### src/rtl/modbr_pkg.sv
package modbr_pkg;

  typedef enum logic [2:0] {
    FR_IDLE,
    FR_CTRL,
    FR_ACK,
    FR_STREAM,
    FR_SKIP
  } frame_st_t;

  localparam int CTRL_BITS = 8;
  localparam int SEL_BIT   = 4;

  function automatic logic is_mod_ctrl(input logic [CTRL_BITS-1:0] b);
    return (b[7:5] == 3'b110) && (b[2:0] == 3'b111);
  endfunction

endpackage

### src/rtl/bus_sampler.sv
module bus_sampler #(
  parameter int SYNC_STAGES = 2
) (
  input  logic clk,
  input  logic rst,
  input  logic scl_i,
  input  logic sda_i,
  output logic sda_s,
  output logic ev_rise,
  output logic ev_fall,
  output logic ev_start,
  output logic ev_stop
);

  logic [SYNC_STAGES-1:0] scl_sy, sda_sy;
  logic scl_s, scl_p, sda_p;

  always_ff @(posedge clk) begin
    if (rst) begin
      scl_sy <= '1;
      sda_sy <= '1;
      scl_p  <= 1'b1;
      sda_p  <= 1'b1;
    end else begin
      scl_sy[0] <= scl_i;
      sda_sy[0] <= sda_i;
      for (int i = 1; i < SYNC_STAGES; i++) begin
        scl_sy[i] <= scl_sy[i-1];
        sda_sy[i] <= sda_sy[i-1];
      end
      scl_p <= scl_s;
      sda_p <= sda_s;
    end
  end

  assign scl_s    = scl_sy[SYNC_STAGES-1];
  assign sda_s    = sda_sy[SYNC_STAGES-1];
  assign ev_rise  = scl_s & ~scl_p;
  assign ev_fall  = ~scl_s & scl_p;
  assign ev_start = scl_s & scl_p & sda_p & ~sda_s;
  assign ev_stop  = scl_s & scl_p & ~sda_p & sda_s;

endmodule

### src/rtl/frame_ctrl.sv
module frame_ctrl
  import modbr_pkg::*;
(
  input  logic clk,
  input  logic rst,
  input  logic sda_s,
  input  logic ev_rise,
  input  logic ev_fall,
  input  logic ev_start,
  input  logic ev_stop,
  output logic stream_on,
  output logic manch_sel,
  output logic ack_pull,
  output logic access_en
);

  localparam int CW = $clog2(CTRL_BITS);

  frame_st_t              st_q, st_d;
  logic [CW-1:0]          cnt_q, cnt_d;
  logic [CTRL_BITS-1:0]   sh_q, sh_d;
  logic                   pull_q, pull_d;
  logic                   sel_q, sel_d;

  always_comb begin
    st_d   = st_q;
    cnt_d  = cnt_q;
    sh_d   = sh_q;
    pull_d = pull_q;
    sel_d  = sel_q;
    if (ev_start) begin
      st_d   = FR_CTRL;
      cnt_d  = '0;
      pull_d = 1'b0;
    end else if (ev_stop) begin
      st_d   = FR_IDLE;
      pull_d = 1'b0;
    end else begin
      case (st_q)
        FR_CTRL: begin
          if (ev_rise) begin
            sh_d  = {sh_q[CTRL_BITS-2:0], sda_s};
            cnt_d = cnt_q + 1'b1;
            if (cnt_q == CW'(CTRL_BITS-1)) begin
              if (is_mod_ctrl(sh_d)) begin
                st_d  = FR_ACK;
                sel_d = sh_d[SEL_BIT];
              end else begin
                st_d = FR_SKIP;
              end
            end
          end
        end
        FR_ACK: begin
          if (ev_fall) begin
            if (!pull_q) begin
              pull_d = 1'b1;
            end else begin
              pull_d = 1'b0;
              st_d   = FR_STREAM;
            end
          end
        end
        default: ;
      endcase
    end
  end

  always_ff @(posedge clk) begin
    if (rst) begin
      st_q   <= FR_IDLE;
      cnt_q  <= '0;
      sh_q   <= '0;
      pull_q <= 1'b0;
      sel_q  <= 1'b0;
    end else begin
      st_q   <= st_d;
      cnt_q  <= cnt_d;
      sh_q   <= sh_d;
      pull_q <= pull_d;
      sel_q  <= sel_d;
    end
  end

  assign stream_on = (st_q == FR_STREAM);
  assign manch_sel = sel_q;
  assign ack_pull  = pull_q;
  assign access_en = !((st_q == FR_ACK) || (st_q == FR_STREAM));

  // stream entry only at the end of a driven acknowledge slot
  assert_enter_after_ack_R2: assert property (@(posedge clk) disable iff (rst)
    $rose(st_q == FR_STREAM) |-> $past(pull_q));

endmodule

### src/rtl/line_encoder.sv
module line_encoder (
  input  logic clk,
  input  logic rst,
  input  logic stream_on,
  input  logic manch,
  input  logic ev_rise,
  input  logic ev_fall,
  input  logic ev_clear,
  input  logic sda_s,
  output logic damp
);

  logic out_q, bit_q;

  always_ff @(posedge clk) begin
    if (rst) begin
      out_q <= 1'b0;
      bit_q <= 1'b0;
    end else if (ev_clear || !stream_on) begin
      out_q <= 1'b0;
    end else if (ev_rise) begin
      bit_q <= sda_s;
      out_q <= manch ? sda_s : ~out_q;
    end else if (ev_fall) begin
      if (manch) out_q <= ~bit_q;
      else if (!bit_q) out_q <= ~out_q;
    end
  end

  assign damp = out_q;

  // Manchester always changes level at mid-cell
  assert_manch_midcell_R5: assert property (@(posedge clk) disable iff (rst)
    (stream_on && manch && ev_fall) |=> (damp != $past(damp)));

  // Bi-phase always changes level at a cell boundary
  assert_biphase_boundary_R6: assert property (@(posedge clk) disable iff (rst)
    (stream_on && !manch && ev_rise) |=> (damp != $past(damp)));

  // undamped whenever the stream is not running
  assert_idle_undamped_R8: assert property (@(posedge clk) disable iff (rst)
    !stream_on |-> !damp);

endmodule

### src/rtl/modulator_bridge.sv
module modulator_bridge #(
  parameter int SYNC_STAGES = 2
) (
  input  logic clk,
  input  logic rst,
  input  logic scl_i,
  input  logic sda_i,
  output logic sda_low_o,
  output logic damp_o,
  output logic mod_active_o,
  output logic eeprom_en_o
);

  logic sda_s, ev_rise, ev_fall, ev_start, ev_stop;
  logic stream_on, manch_sel;

  bus_sampler #(.SYNC_STAGES(SYNC_STAGES)) u_smp (
    .clk      (clk),
    .rst      (rst),
    .scl_i    (scl_i),
    .sda_i    (sda_i),
    .sda_s    (sda_s),
    .ev_rise  (ev_rise),
    .ev_fall  (ev_fall),
    .ev_start (ev_start),
    .ev_stop  (ev_stop)
  );

  frame_ctrl u_frm (
    .clk       (clk),
    .rst       (rst),
    .sda_s     (sda_s),
    .ev_rise   (ev_rise),
    .ev_fall   (ev_fall),
    .ev_start  (ev_start),
    .ev_stop   (ev_stop),
    .stream_on (stream_on),
    .manch_sel (manch_sel),
    .ack_pull  (sda_low_o),
    .access_en (eeprom_en_o)
  );

  line_encoder u_enc (
    .clk       (clk),
    .rst       (rst),
    .stream_on (stream_on),
    .manch     (manch_sel),
    .ev_rise   (ev_rise),
    .ev_fall   (ev_fall),
    .ev_clear  (ev_start | ev_stop),
    .sda_s     (sda_s),
    .damp      (damp_o)
  );

  assign mod_active_o = stream_on;

  // no acknowledge pull while streaming
  assert_no_ack_in_stream_R7: assert property (@(posedge clk) disable iff (rst)
    mod_active_o |-> !sda_low_o);

  // acknowledging a selector already blocks memory access
  assert_ack_blocks_access_R9: assert property (@(posedge clk) disable iff (rst)
    sda_low_o |-> !eeprom_en_o);

endmodule

### config.mk
export PLATFORM = sky130hd
export DESIGN_NAME = modulator_bridge
export DESIGN_NICKNAME = d
export VERILOG_FILES = /design/src/rtl/modbr_pkg.sv /design/src/rtl/bus_sampler.sv /design/src/rtl/frame_ctrl.sv /design/src/rtl/line_encoder.sv /design/src/rtl/modulator_bridge.sv
export SDC_FILE = /design/constraint.sdc
export NUM_CORES = 1
export LEC_CHECK = 0
export CAP_MARGIN = 20
export CELL_PAD_IN_SITES_DETAIL_PLACEMENT = 1
export CELL_PAD_IN_SITES_GLOBAL_PLACEMENT = 1
export CORE_MARGIN = 4
export CORE_UTILIZATION = 35
export CTS_CLUSTER_DIAMETER = 80
export DETAILED_ROUTE_END_ITERATION = 8
export DONT_BUFFER_PORTS = 1
export GPL_TIMING_DRIVEN = 0
export PLACE_DENSITY_LB_ADDON = 0.2
export SYNTH_ARGS = -nofsm -noshare
export SYNTH_HDL_FRONTEND = slang
export SYNTH_HIERARCHICAL = 1
export SYNTH_SLANG_ARGS = --single-unit
### constraint.sdc
create_clock -name clk -period 4.9 [get_ports clk]
set_clock_uncertainty 0.1 [all_clocks]
set_input_delay 0.98 -clock clk [delete_from_list [all_inputs] [get_ports clk]]
set_output_delay 0.98 -clock clk [all_outputs]
set_load 0.005 [all_outputs]
==> results.toml <==
[setup_path]
reg2reg_to = "u_frm/cnt_q[2]$_SDFFE_PP0P_"
critPathBufInv = 0
r2r_cells = 5
reg2reg_from = "u_smp/scl_sy[1]$_SDFF_PP1_"
cp_slowest_cell = "dfxtp_1"
crit_cells = 1
path_delay_family = "flip-flops"
crit_arrival_ns = 1.12
crit_path_end_kind = "primary output"
crit_fanout = 7
worstSetupStartpointType = "flip-flop"
crit_chain = "and3_2"
cp.required_ns = 3.82
rrSetupSlack_ns = 3.03
slowest_delay_ns = 0.52
critPathLaunch = "u_frm/st_q[0]$_SDFFE_PP0P_"
path_class = "reg -> out"
crit_path_end = "mod_active_o"

[pwr]
power_density_nw_per_um2 = 273
ir_worst_vdd_uv = 182
p_leak_nw = 0.408
seqPwrFrac = 0.658
switching_share = 0.227
power.switching_w = 0.0000661
clkPwrFrac = 0.308
combinationalPowerShare = 0.034
internal_power_w = 0.000226
p_total_w = 0.000292

[clock_tree]
clk_latency_ns = 0.31
post-cts-setup-buffers = 0
cts-resized-gates = 0
clk_pin_slew_ns = 0.13
numCtsBuffers = 3
cts_tree = "built"
holdBufCountCts = 0
htree_levels = 1
cts_root_buf = "clkbuf_4"
clock-sinks = 23
cts_buffer_depth = 2

[global_routing]
grt_pass1_wl_mm = 3.51
grt_max_degree = 16
antenna_found_initial = 0
grt_overflow_total = 0
gr-usage-all-layers = 0.125
grt_pass1_vias = 751

[min_path]
hp-class = "reg -> reg"

[routing]
drt_iter0_markers = 17
wl_mm = 1.99
drc = 0
drt-vias-per-instance = 5.57
num_vias = 735
ant_nets = 0
wl_per_cell_um = 15.1
dr.pass1.iters = 4

[yosys]
synth-main-ff-cell = "dfxtp_1"
yosysWarningCount = 6
netlist_area_um2 = 1000
avgSynthCellArea_um2 = 10.3
synth.distinct_cells = 32
synth_nets = 103
ys_async_sr_fraction = 0
synth_seq_cells = 23
synth_edf_count = 0
synthCells = 97
seq_area_frac_synth = 0.459

[placed_design]
dpl.hpwl_mm = 1.44
io_buffers = 0
post-place-cells = 128
place_congestion = 0.685

[timing]
tightest_slew_ns = 0.433
rsz0062_at_grt = "false"
setup-violations-final = 0
drv_slew = 0
finalHoldViolations = 0
tns_ns = 0
relSlewSlack = 0.712
fin_crit_ns = 2.20
hold_slack_ns = 0.320
max_freq_ghz = 0.455
finalCritPeriodShare = 0.449

[floorplanning]
fp.dieH_um = 61.5
start_util = 0.364
dieArea_um2 = 3790
die_w_um = 61.5
rows = 19
ioPinCount = 8
core_um2 = 2760

[flow_run]
maxCapViolations = 0

[final_layout]
nNetsFinal = 108
drive_above_1_share = 0.119
synthToLayoutAreaGrowth_pct = 6.48
final_cell_mix = "dfxtp_1, mux2i_1, nor2_1"
fin_cells = 132
final_common_cell = "dfxtp_1"
antenna_cells = 0

[outcome]
status = "finished clean"
state kept, by name, indices dropped and copies added (netlist names):
| register | flops |
|---|---|
| u_frm/manch_sel | 1 |
| u_frm/cnt_q | 3 |
| u_enc/damp | 1 |
| u_smp/scl_p | 1 |
| u_smp/scl_sy | 2 |
| u_enc/bit_q | 1 |
| u_frm/st_q | 3 |
| u_smp/sda_p | 1 |
| u_frm/sh_q | 7 |
| u_frm/ack_pull | 1 |
| u_smp/sda_sy | 2 |
routing by layer:
layer | GRT usage | vias up | part of all wire
met4 | 0.0273 | 0 | 0.0085
met2 | 0.208 | 11 | 0.50
met3 | 0.0503 | 2 | 0.046
met5 | 0 | - | 0
met1 | 0.153 | 369 | 0.44
li1 | - | 353 | -
power groups by stage:
stage / clock, W / sequential (W) / combinational, W
finish: 0.0000897 / 0.000192 / 0.0000100
CTS: 0.0000952 / 0.000192 / 0.0000101
detailed placement: 0 / 0.000196 / 0.0000100
global placement: 0 / 0.000196 / 0.00000969
global route: 0.000103 / 0.000193 / 0.0000111
floorplan: 0 / 0.000195 / 0.00000817
cells by family after synthesis:
logic type	count (synthesis)	share of synthesized area
buffers and inverters	4	0.0162
XOR/XNOR	2	0.0175
adder cells (fa/ha/maj)	2	0.0249
AO/OA/AOI/OAI	8	0.0536
AND/OR/NAND/NOR	47	0.319
multiplexers	11	0.110
flip-flops	23	0.459
synth_stat cells, drive strengths merged, types with 3 or more instances:
| cell type | count | area share |
|---|---|---|
| dfxtp | 23 | 0.46 |
| mux2i | 11 | 0.11 |
| nand2 | 4 | 0.015 |
| nand2b | 3 | 0.021 |
| nor2 | 9 | 0.034 |
| nor2b | 6 | 0.047 |
| nor3 | 4 | 0.020 |
| nor3b | 3 | 0.032 |
| nor4 | 3 | 0.019 |
| o21ai | 3 | 0.015 |
| or2 | 7 | 0.044 |
layout make-up:
class | instances | area (um2)
fill | 318 | 1690
multi-input combinational | 70 | 527
sequential | 23 | 460
tap | 31 | 38.8
clock buffer | 4 | 26.3
buffer | 2 | 8.76
inverter | 2 | 7.51
how the worst min path moves through the flow:
stage                                 end                  startpoint  slack [ns]  cells after the start
4_1_cts        u_smp/sda_sy[1]$_SDFF_PP1_  u_smp/sda_sy[0]$_SDFF_PP1_        0.32                      1
2_1_floorplan  u_smp/scl_sy[1]$_SDFF_PP1_  u_smp/scl_sy[0]$_SDFF_PP1_        0.28                      1
3_3_place_gp   u_smp/scl_sy[1]$_SDFF_PP1_  u_smp/scl_sy[0]$_SDFF_PP1_        0.29                      1
3_5_place_dp   u_smp/sda_sy[1]$_SDFF_PP1_  u_smp/sda_sy[0]$_SDFF_PP1_        0.29                      1
5_1_grt        u_smp/sda_sy[1]$_SDFF_PP1_  u_smp/sda_sy[0]$_SDFF_PP1_        0.33                      1
6_report       u_smp/sda_sy[1]$_SDFF_PP1_  u_smp/sda_sy[0]$_SDFF_PP1_        0.32                      1
metrics by stage:
stage	setup slack, ns	cell area (um2)	util
detailed placement	3.05	1040	0.378
global route	2.62	1070	0.387
CTS	2.69	1070	0.387
global placement	3.08	1040	0.378
floorplan	3.16	1000	-
finish	2.70	1070	0.387
No activity file was read; power rests on OpenSTA's default activity.
